## src/rtl/scl_gen_pkg.sv

```systemverilog
package scl_gen_pkg;
  localparam int PRE_W  = 7;
  localparam int DIV_W  = 16;
  localparam int HALF_W = DIV_W / 2;

  typedef logic [PRE_W-1:0]  pre_t;
  typedef logic [DIV_W-1:0]  div_t;
  typedef logic [HALF_W-1:0] half_t;

  typedef enum logic {PH_LOW = 1'b0, PH_HIGH = 1'b1} scl_phase_e;

  typedef struct packed {
    half_t hi;
    half_t lo;
  } div_fields_t;

  // Final counter index of a prescale period; zero acts as one.
  function automatic pre_t pre_last(pre_t p);
    return (p == '0) ? '0 : p - pre_t'(1);
  endfunction

  // Final counter index of a half period; zero acts as one.
  function automatic half_t half_last(half_t c);
    return (c == '0) ? '0 : c - half_t'(1);
  endfunction

  // High count lives in the upper half of the divider word.
  function automatic div_fields_t split_div(div_t d);
    div_fields_t f;
    f.hi = d[DIV_W-1:HALF_W];
    f.lo = d[HALF_W-1:0];
    return f;
  endfunction
endpackage

```

## src/rtl/scl_prescaler.sv

```systemverilog
module scl_prescaler
  import scl_gen_pkg::*;
(
  input  logic clk,
  input  logic rst_n,
  input  logic enable_i,
  input  pre_t prescale_i,
  output logic tick_o
);
  pre_t cnt_q;
  logic wrap;

  assign wrap = (cnt_q >= pre_last(prescale_i));

  always_ff @(posedge clk) begin
    if (!rst_n) begin
      cnt_q  <= '0;
      tick_o <= 1'b0;
    end else if (!enable_i) begin
      cnt_q  <= '0;
      tick_o <= 1'b0;
    end else if (wrap) begin
      cnt_q  <= '0;
      tick_o <= 1'b1;
    end else begin
      cnt_q  <= cnt_q + pre_t'(1);
      tick_o <= 1'b0;
    end
  end


  tick_gap_chk: assert property (@(posedge clk) disable iff (!rst_n)
    (tick_o && prescale_i >= pre_t'(2)) |=> !tick_o);


  tick_stop_chk: assert property (@(posedge clk) disable iff (!rst_n)
    !enable_i |=> !tick_o);
endmodule

```

## src/rtl/scl_div_shadow.sv

```systemverilog
module scl_div_shadow
  import scl_gen_pkg::*;
(
  input  logic  clk,
  input  logic  rst_n,
  input  logic  enable_i,
  input  logic  load_i,
  input  div_t  div_i,
  input  logic  fast_i,
  output half_t hi_o,
  output half_t lo_o,
  output logic  fast_o
);
  div_fields_t fields_q;
  logic        capture;

  assign capture = !enable_i || load_i;

  always_ff @(posedge clk) begin
    if (!rst_n) begin
      fields_q <= '0;
      fast_o   <= 1'b0;
    end else if (capture) begin
      fields_q <= split_div(div_i);
      fast_o   <= fast_i;
    end
  end

  assign hi_o = fields_q.hi;
  assign lo_o = fields_q.lo;


  shadow_hold_chk: assert property (@(posedge clk) disable iff (!rst_n)
    (enable_i && !load_i) |=> ($stable(fields_q) && $stable(fast_o)));
endmodule

```

## src/rtl/scl_phase_gen.sv

```systemverilog
module scl_phase_gen
  import scl_gen_pkg::*;
(
  input  logic  clk,
  input  logic  rst_n,
  input  logic  enable_i,
  input  logic  tick_i,
  input  logic  sense_i,
  input  half_t hi_i,
  input  half_t lo_i,
  output logic  scl_o,
  output logic  low_start_o
);
  scl_phase_e phase_q, phase_d;
  half_t      cnt_q, cnt_d;
  logic       lo_done, hi_done, stretch_hold, low_advance;

  assign lo_done      = (cnt_q >= half_last(lo_i));
  assign hi_done      = (cnt_q >= half_last(hi_i));
  assign stretch_hold = enable_i && tick_i && (phase_q == PH_HIGH) && !sense_i;
  assign low_advance  = enable_i && tick_i && (phase_q == PH_LOW) && !lo_done;
  assign low_start_o  = enable_i && tick_i && (phase_q == PH_HIGH) && sense_i && hi_done;

  always_comb begin
    phase_d = phase_q;
    cnt_d   = cnt_q;
    if (tick_i) begin
      if (phase_q == PH_LOW) begin
        if (lo_done) begin
          phase_d = PH_HIGH;
          cnt_d   = '0;
        end else begin
          cnt_d = cnt_q + half_t'(1);
        end
      end else if (sense_i) begin
        if (hi_done) begin
          phase_d = PH_LOW;
          cnt_d   = '0;
        end else begin
          cnt_d = cnt_q + half_t'(1);
        end
      end
    end
  end

  always_ff @(posedge clk) begin
    if (!rst_n) begin
      phase_q <= PH_LOW;
      cnt_q   <= '0;
      scl_o   <= 1'b1;
    end else if (!enable_i) begin
      phase_q <= PH_LOW;
      cnt_q   <= '0;
      scl_o   <= 1'b1;
    end else begin
      phase_q <= phase_d;
      cnt_q   <= cnt_d;
      scl_o   <= (phase_d == PH_HIGH);
    end
  end


  stretch_freeze_chk: assert property (@(posedge clk) disable iff (!rst_n)
    stretch_hold |=> ($stable(cnt_q) && scl_o));


  low_advance_chk: assert property (@(posedge clk) disable iff (!rst_n)
    low_advance |=> (cnt_q == $past(cnt_q) + half_t'(1) && !scl_o));


  released_chk: assert property (@(posedge clk) disable iff (!rst_n)
    !enable_i |=> scl_o);


  high_bound_chk: assert property (@(posedge clk) disable iff (!rst_n)
    (enable_i && phase_q == PH_HIGH) |-> (cnt_q <= half_last(hi_i)));
endmodule

```

## src/rtl/scl_clock_gen.sv

```systemverilog
module scl_clock_gen
  import scl_gen_pkg::*;
(
  input  logic        clk,
  input  logic        rst_n,
  input  logic [6:0]  prescale_i,
  input  logic [15:0] div_i,
  input  logic        enable_i,
  input  logic        fast_i,
  input  logic        scl_sense_i,
  output logic        ref_tick_o,
  output logic        scl_o,
  output logic        fast_active_o
);
  half_t hi_cnt, lo_cnt;
  logic  low_start;

  scl_prescaler u_pre (
    .clk        (clk),
    .rst_n      (rst_n),
    .enable_i   (enable_i),
    .prescale_i (prescale_i),
    .tick_o     (ref_tick_o)
  );

  scl_div_shadow u_shadow (
    .clk      (clk),
    .rst_n    (rst_n),
    .enable_i (enable_i),
    .load_i   (low_start),
    .div_i    (div_i),
    .fast_i   (fast_i),
    .hi_o     (hi_cnt),
    .lo_o     (lo_cnt),
    .fast_o   (fast_active_o)
  );

  scl_phase_gen u_phase (
    .clk         (clk),
    .rst_n       (rst_n),
    .enable_i    (enable_i),
    .tick_i      (ref_tick_o),
    .sense_i     (scl_sense_i),
    .hi_i        (hi_cnt),
    .lo_i        (lo_cnt),
    .scl_o       (scl_o),
    .low_start_o (low_start)
  );


  reset_state_chk: assert property (@(posedge clk)
    !rst_n |=> (scl_o && !ref_tick_o && !fast_active_o));
endmodule

```

## config.mk

```make
export PLATFORM = sky130hd
export DESIGN_NAME = scl_clock_gen
export DESIGN_NICKNAME = d
export VERILOG_FILES = /design/src/rtl/scl_gen_pkg.sv /design/src/rtl/scl_prescaler.sv /design/src/rtl/scl_div_shadow.sv /design/src/rtl/scl_phase_gen.sv /design/src/rtl/scl_clock_gen.sv
export SDC_FILE = /design/constraint.sdc
export NUM_CORES = 1
export LEC_CHECK = 0
export ABC_AREA = 0
export CAP_MARGIN = 20
export CORE_UTILIZATION = 50
export DETAILED_ROUTE_END_ITERATION = 10
export GPL_TIMING_DRIVEN = 0
export PLACE_DENSITY = 0.76
export SYNTH_ARGS = -nofsm -noshare
export SYNTH_HDL_FRONTEND = slang
export SYNTH_SLANG_ARGS = --single-unit
```

## constraint.sdc

```tcl
create_clock -name clk -period 2.7 [get_ports clk]
set_input_delay 0.675 -clock clk [delete_from_list [all_inputs] [get_ports clk]]
set_output_delay 0.675 -clock clk [all_outputs]
set_load 0.1 [all_outputs]
```

# --- Word level (Yosys, flattened, before mapping) ---
# Cells that the tools add are included.
op_classes:
  addsub: 5
  mul: 0
  div: 0
  magnitude_cmp: 3
  n_eq_ne: 1
  shifts: 0
  n_mux: 13
  n_bitwise: 2
  reduce_logical: 12
op_table:
  columns: ["operator", "count"]
  rows:
  - ["$mux W8", 6]
  - ["$ge A8 B8 Y1", 2]
  - ["$logic_not A8 Y1", 2]
  - ["$sub A8 B1 Y8 const B", 2]
  - ["$add A8 B1 Y8 const B", 1]
  - ["$add A7 B1 Y7 const B", 1]
  - ["$ge A7 B7 Y1", 1]
  - ["$logic_not A7 Y1", 1]
  - ["$mux W7", 1]
  - ["$sub A7 B1 Y7 const B", 1]
  - ["$mux W1", 6]
  - ["$logic_and A1 B1 Y1", 4]
  - ["$reduce_and A2 Y1", 2]
  - ["$reduce_or A3 Y1", 1]
  - ["$ne A2 B2 Y1 const B", 1]
  - ["$not A1 Y1", 2]
  - ["$logic_not A1 Y1", 1]
  - ["$logic_or A1 B1 Y1", 1]
word_totals:
  register_bits: 35
  latch_bits: 0
  ram_bits: 0
  mem_bits_ro: 0
  input_bits: 28
  output_inout_bits: 3
  word_cells: 44
  memories: 0

# --- Logic depth before layout (Yosys ltp) ---
depth:
  depth_word: 7
  mapped_depth: 14
  depth_no_buf: 12

# --- By module ---
# A second synthesis with hierarchy kept.
unflattened:
  hier_cells: 282
  hier_area_um2: 2412.3
by_module_without_submodules:
  columns: ["module", "n_inst", "cells_each", "area_each_um2", "seq_area_each_um2"]
  rows:
  - ["scl_phase_gen", 1, 141, 1129.8, 200.2]
  - ["scl_div_shadow", 1, 75, 703.2, 340.3]
  - ["scl_prescaler", 1, 66, 579.3, 160.2]

# --- Worst setup path before layout ---
# No wires, ideal clock.
synth_timing:
  path_type: "input-to-reg"
  start: "in prescale_i[0]"
  end: "reg u_pre.cnt_q[2]"
  setup_ns: 0.067
  arrival_time_ns: 2.735
  required_ns: 2.633
  path_slack_ns: -0.102
  path_stages: 12
  path_buffers: 0
  cell_sequence: "inv_1 ha_1 nand2_1 or3_1 or2_1 and2_1 ha_1 nand2b_1 a21o_1 a21oi_1 o211ai_1 nor2_1"
synth_via:
  elab_chain_len: 4
  word_cells_on_any_way: 5
  classes_between: "add/sub (1); order compare (1); mux (1); reduce/logical (2)"
synth_rtl:
  columns: ["element", "line_no", "text"]
  rows:
  - ["start, declared", "scl_clock_gen.sv:6", "input logic [6:0] prescale_i,"]
  - ["$sub A7 B1 Y7 or $logic_not A7 Y1 (tied branches)", "scl_gen_pkg.sv:19", "return (p == '0) ? '0 : p - pre_t'(1);"]
  - ["$mux W7 (*)", "scl_gen_pkg.sv:19", null]
  - ["$ge A7 B7 Y1 (*)", "scl_prescaler.sv:13", "assign wrap = (cnt_q >= pre_last(prescale_i));"]
  - ["$reduce_or A3 Y1 (no line) (*)", null, null]
  - ["end signal, assigned", "scl_prescaler.sv:26", "cnt_q <= cnt_q + pre_t'(1);"]
  - ["end, declared", "scl_prescaler.sv:10", "pre_t cnt_q;"]
# Every way passes the cells marked *; elsewhere a longest branch is shown, timed or not.
# A chain may end at the register's enable or synchronous reset.

# --- Final worst setup path ---
layout_timing:
  start: "reg u_shadow.fields_q (netlist bit u_shadow.hi_o[0])"
  end: "reg u_shadow.fields_q (netlist bit u_shadow.lo_o[3])"
layout_via:
  elab_chain_len: 5
  word_cells_on_any_way: 6
  classes_between: "add/sub (1); order compare (1); mux (1); reduce/logical (3)"
layout_rtl:
  columns: ["element", "line_no", "text"]
  rows:
  - ["start, declared", "scl_div_shadow.sv:14", "div_fields_t fields_q;"]
  - ["start signal, assigned", "scl_div_shadow.sv:24", "fields_q <= split_div(div_i);"]
  - ["$sub A8 B1 Y8 or $logic_not A8 Y1 (tied branches)", "scl_gen_pkg.sv:24", "return (c == '0) ? '0 : c - half_t'(1);"]
  - ["$mux W8 (*)", "scl_gen_pkg.sv:24", null]
  - ["$ge A8 B8 Y1 (*)", "scl_phase_gen.sv:19", "assign hi_done = (cnt_q >= half_last(hi_i));"]
  - ["$logic_and A1 B1 Y1 (*)", "scl_phase_gen.sv:22", "assign low_start_o = enable_i && tick_i && (phase_q == PH_HIGH) && sense_i && hi_done;"]
  - ["$logic_or A1 B1 Y1 (*)", "scl_div_shadow.sv:17", "assign capture = !enable_i || load_i;"]
# Marks and branches as above.

==> impl.org <==
** STA
- After layout, the minimum clock period comes to around 2.7 ns.
- The count of final max-slew check failures was 0.
- In the finished design, the share of the clock period the worst path needs comes to 1.02.
- Number of setup violations in the final report :: 8
- Sum Neg Setup Slack :: -0.140 ns
- In this run the tightest slew margin relative to its limit is 0.355.
- Max Fclk :: 365 MHz
- Between clock sinks in the finished design, the worst skew comes to 0.00307 ns.
- At the pin with the least slew margin, the transition time is a little under 1 ns.
- RSZ-0062 raised after global routing :: yes
- The count of final hold-check violations came to 0.
- Final setup slack of the worst path :: -0.0408 ns

** Logic synthesis
- Post-synthesis instance total :: around 280
- The synthesized netlist occupies a cell area of roughly 0.0024 mm^2.
- The synthesized design contains 0 enable-type register cells.
- The Yosys step of the flow raised 0 warnings.
- Syn_area_per_cell :: 8.32 um^2
- Most used DFF post-synth :: sky130_fd_sc_hd__dfxtp_1
- Fraction of registers with async set or reset after synthesis :: 0
- Total of flip-flops plus latches after synthesis :: 35
- Yosys mapped the design onto just over 40 distinct sky130hd cell types.
- The number of nets in the synthesized netlist is 339.
- Sequential cell area fraction in the yosys report :: 0.298

** Clocking
- The cell sitting at the root of the clock tree is a sky130_fd_sc_hd__clkbuf_8.
- The clock reaches the later pin of the worst-skew pair after 0.29 ns.
- CTS tree :: yes
- Number of buffers on the longest clock path :: 2
- H-tree Lvls :: 2
- Buffers inserted during clock tree synthesis total 5.
- Number of clock sinks :: 35
- Clock edge transition at the registers on the reported setup and hold paths :: approximately 0.07 ns

** Worst setup path
- RR Endpoint :: u_shadow.lo_o[3]
- Of all nets on the critical path, the largest fanout is 5.
- The worst setup path is captured at a register.
- The signal on the critical path passes through inv_2, ha_4, nor2b_4, nand3b_1, or3_4, buf_6, nand2_4, ha_4, o211ai_1, nor2_1, a21oi_2, o21a_1, buf_6, buf_12, mux2i_1.
- Data arrives at the worst endpoint at 2.94 ns.
- Across all register-to-register paths, the minimum setup slack is -0.04 ns.
- For the worst flop-to-flop path, the logic depth is 15.
- The worst setup path is launched from a register.
- Crit-path slowest cell :: sky130_fd_sc_hd__or3_4
- The critical path is of the register to register type.
- Data on the critical path is required at its endpoint by 2.90 ns.
- Biggest cell delay along the critical path :: between 0.4 and 0.5 ns
- The startpoint identified for the worst register-to-register timing path is u_shadow.hi_o[0].

** Global routing
- Overall overflow remaining after global route :: 0
- Initial antenna violation count :: 0
- Total routing resource utilization after global routing :: 0.215
- The first global-routing pass estimated about 8.7 mm of wire.
- The via count of the first global-routing pass came to about 2000.
- Entering global routing, the biggest net connects 11 pins.

** Detailed routing
- For this run, the detailed router's first-pass iteration total came to 4.
- Routed WL :: approximately 5.6 mm
- Total via count in the routed design :: 2143
- In this run the remaining antenna-violating nets after routing total 0.
- In the routed design, unresolved DRC markers number 0.
- After detailed routing, the average wire length per cell comes to around 14 um.
- Dividing the detail-routed via count by the number of cells gives roughly 5.5.
- Violation count after the first detailed-route iteration :: 118

** Floorplan
- 31 I/O pins were placed.
- Die Width :: a little over 70 um
- Area enclosed by the die boundary :: 0.00499 mm^2
- Initial cell density of the core :: 0.530
- Number of rows created at floorplan :: 24
- Core Box Area :: between 0.004 and 0.005 mm^2
- The die is roughly 70 um tall.

** Min path
- Endpoint with the worst hold slack :: u_pre.cnt_q[0]
- The min-delay analysis places its worst path in the category register to register.
- Counting instances, the worst hold path has a depth of 1.
- Worst hold start :: u_pre.cnt_q[0]

** Status
- The final reports fail on setup timing.
- The flow ran to the end, but the final reports show violations.

** Layout
- Excluding fillers, the count of instances in the completed layout stands at roughly 390.
- Final nets :: slightly below 400
- After filler insertion, the fill cell instance count of the layout stands at roughly 330.
- Layout cell share with drive strength beyond 1 :: 0.221
- Summing all non-filler instances in the final layout gives an area of roughly 0.0032 mm^2.
- Signed area change from the synthesized netlist to the final layout :: 37.2%
- 0 antenna diodes ended up in the layout.

** Placed design
- DP Cell Count :: 364
- The congestion estimate from routability-driven global placement came to ~0.83.
- In this run the cell area measured after placement is 0.00278 mm^2.
- Summed over all nets, the half-perimeter wirelength after detailed placement is 3.62 mm.
- Port buffering added 29 buffers.

** Flow run
- Max-capacitance violation count :: 0

** Pwr
- Leak pwr :: approximately 1.4 nW
- VDD IR-drop max :: approximately 0.43 mV
- In this run the power density over the cells is between 400 and 500 mW/mm^2.
## synthesized netlist by cell type, types with 4 or more instances
library cell	number	share of area
sky130_fd_sc_hd__dfxtp_1	35	0.30
sky130_fd_sc_hd__nor2_1	16	0.026
sky130_fd_sc_hd__inv_1	11	0.018
sky130_fd_sc_hd__nand2_1	60	0.096
sky130_fd_sc_hd__nor3_1	12	0.026
sky130_fd_sc_hd__xnor2_1	8	0.030
sky130_fd_sc_hd__nand3_1	8	0.017
sky130_fd_sc_hd__clkbuf_1	4	0.0064
sky130_fd_sc_hd__ha_1	28	0.15
sky130_fd_sc_hd__nand4_1	5	0.013
sky130_fd_sc_hd__nand2b_1	5	0.013
sky130_fd_sc_hd__nor2b_1	4	0.011
sky130_fd_sc_hd__a21oi_1	9	0.019
sky130_fd_sc_hd__and2_1	5	0.013
sky130_fd_sc_hd__o21ai_0	7	0.015
sky130_fd_sc_hd__xor2_1	13	0.048
sky130_fd_sc_hd__mux2i_1	18	0.077
## layout make-up
type / instances / area [um^2] / area share
Clock buffer: 8 / 100 / 0.0310
Multi-Input combinational cell: 230 / 1790 / 0.553
Inverter: 11 / 61.3 / 0.0190
Tap cell: 52 / 65.1 / 0.0202
Sequential cell: 35 / 708 / 0.219
Buffer: 7 / 51.3 / 0.0159
Timing Repair Buffer: 48 / 457 / 0.141
## critical path, delay by kind of cell, from the launching register on
kind	cells	cell delay (ns)
buf+inv	4	0.47
mux	1	0.20
flops	1	0.34
fa+ha+maj	2	0.33
simple gates	5	0.80
compound gates	3	0.49
## metal layers
layer,track usage,up-vias,wire [um]
li1,-,1091,-
met1,0.269,1019,2400
met2,0.396,28,2990
met3,0.0342,5,150
met4,0.0400,0,43
met5,0,-,0
## worst max-delay path by stage
stage                           from                to  slack, ns  depth (start not counted)
finish              u_shadow.hi_o[0]  u_shadow.lo_o[3]      -0.04                         15
global route        u_shadow.hi_o[1]  u_shadow.hi_o[5]      -0.15                         15
CTS                 u_shadow.hi_o[0]  u_shadow.lo_o[3]       0.01                         14
detailed placement     prescale_i[1]    u_pre.cnt_q[0]      -0.90                         13
global placement       prescale_i[1]    u_pre.cnt_q[0]      -0.88                         13
floorplan              prescale_i[1]    u_pre.cnt_q[0]     -0.007                         12
## layout by cell type, fill, tap and decap left out, types with 4 or more instances in the layout
cell and instances:
sky130_fd_sc_hd__clkdlybuf4s50_1 23, sky130_fd_sc_hd__clkbuf_8 7, sky130_fd_sc_hd__nor3_1 9, sky130_fd_sc_hd__nor2_1 13, sky130_fd_sc_hd__inv_1 7, sky130_fd_sc_hd__nand2_1 58
sky130_fd_sc_hd__nand3_1 8, sky130_fd_sc_hd__clkbuf_1 5, sky130_fd_sc_hd__a21oi_1 7, sky130_fd_sc_hd__xor2_1 13, sky130_fd_sc_hd__buf_4 16, sky130_fd_sc_hd__buf_6 4
sky130_fd_sc_hd__and2_1 4, sky130_fd_sc_hd__ha_1 22, sky130_fd_sc_hd__mux2i_1 18, sky130_fd_sc_hd__nor3_2 4, sky130_fd_sc_hd__o21ai_1 4, sky130_fd_sc_hd__nand4_1 5
sky130_fd_sc_hd__xnor2_1 8, sky130_fd_sc_hd__o21ai_0 5, sky130_fd_sc_hd__ha_4 6, sky130_fd_sc_hd__dfxtp_1 31
## where the power goes
part           switching (mW)  internal, mW
combinational           0.185         0.205
clock                   0.196         0.233
sequential             0.0236         0.535
## flip-flops by register name, summed over array words and instances, names as in the netlist
signal,count
u_phase.cnt_q,8
u_pre.cnt_q,7
u_pre.tick_o,1
u_shadow.fast_o,1
u_shadow.hi_o,8
u_phase.phase_q,1
u_phase.scl_o,1
u_shadow.lo_o,8
## through the flow
step           total power, mW  utilization  setup WS [ns]  hold slack [ns]
3_3_place_gp             0.853        0.625         -0.878            0.432
4_1_cts                   1.32        0.684         0.0111            0.466
6_report                  1.38        0.726        -0.0408            0.457
3_5_place_dp             0.863        0.625         -0.902            0.455
5_1_grt                   1.45        0.726         -0.152            0.475
2_1_floorplan            0.773            -       -0.00672            0.414
## logic make-up after synthesis
group | Yosys count | synth area share
adder cells (fa/ha/maj) | 28 | 0.149
AND/OR/NAND/NOR | 129 | 0.261
AO/OA/AOI/OAI | 34 | 0.0983
XOR/XNOR | 21 | 0.0782
flip-flops | 35 | 0.298
multiplexers | 18 | 0.0766
buffers and inverters | 18 | 0.0393
## what timing repair did
action,CTS,global route
endpoints found under the setup margin,35,35
setup buffers,14,4
hold buffers,0,0
pin swaps,18,28
resized for setup,34,27
gates cloned,0,1
Note: power is estimated with default switching activity, not from simulation.
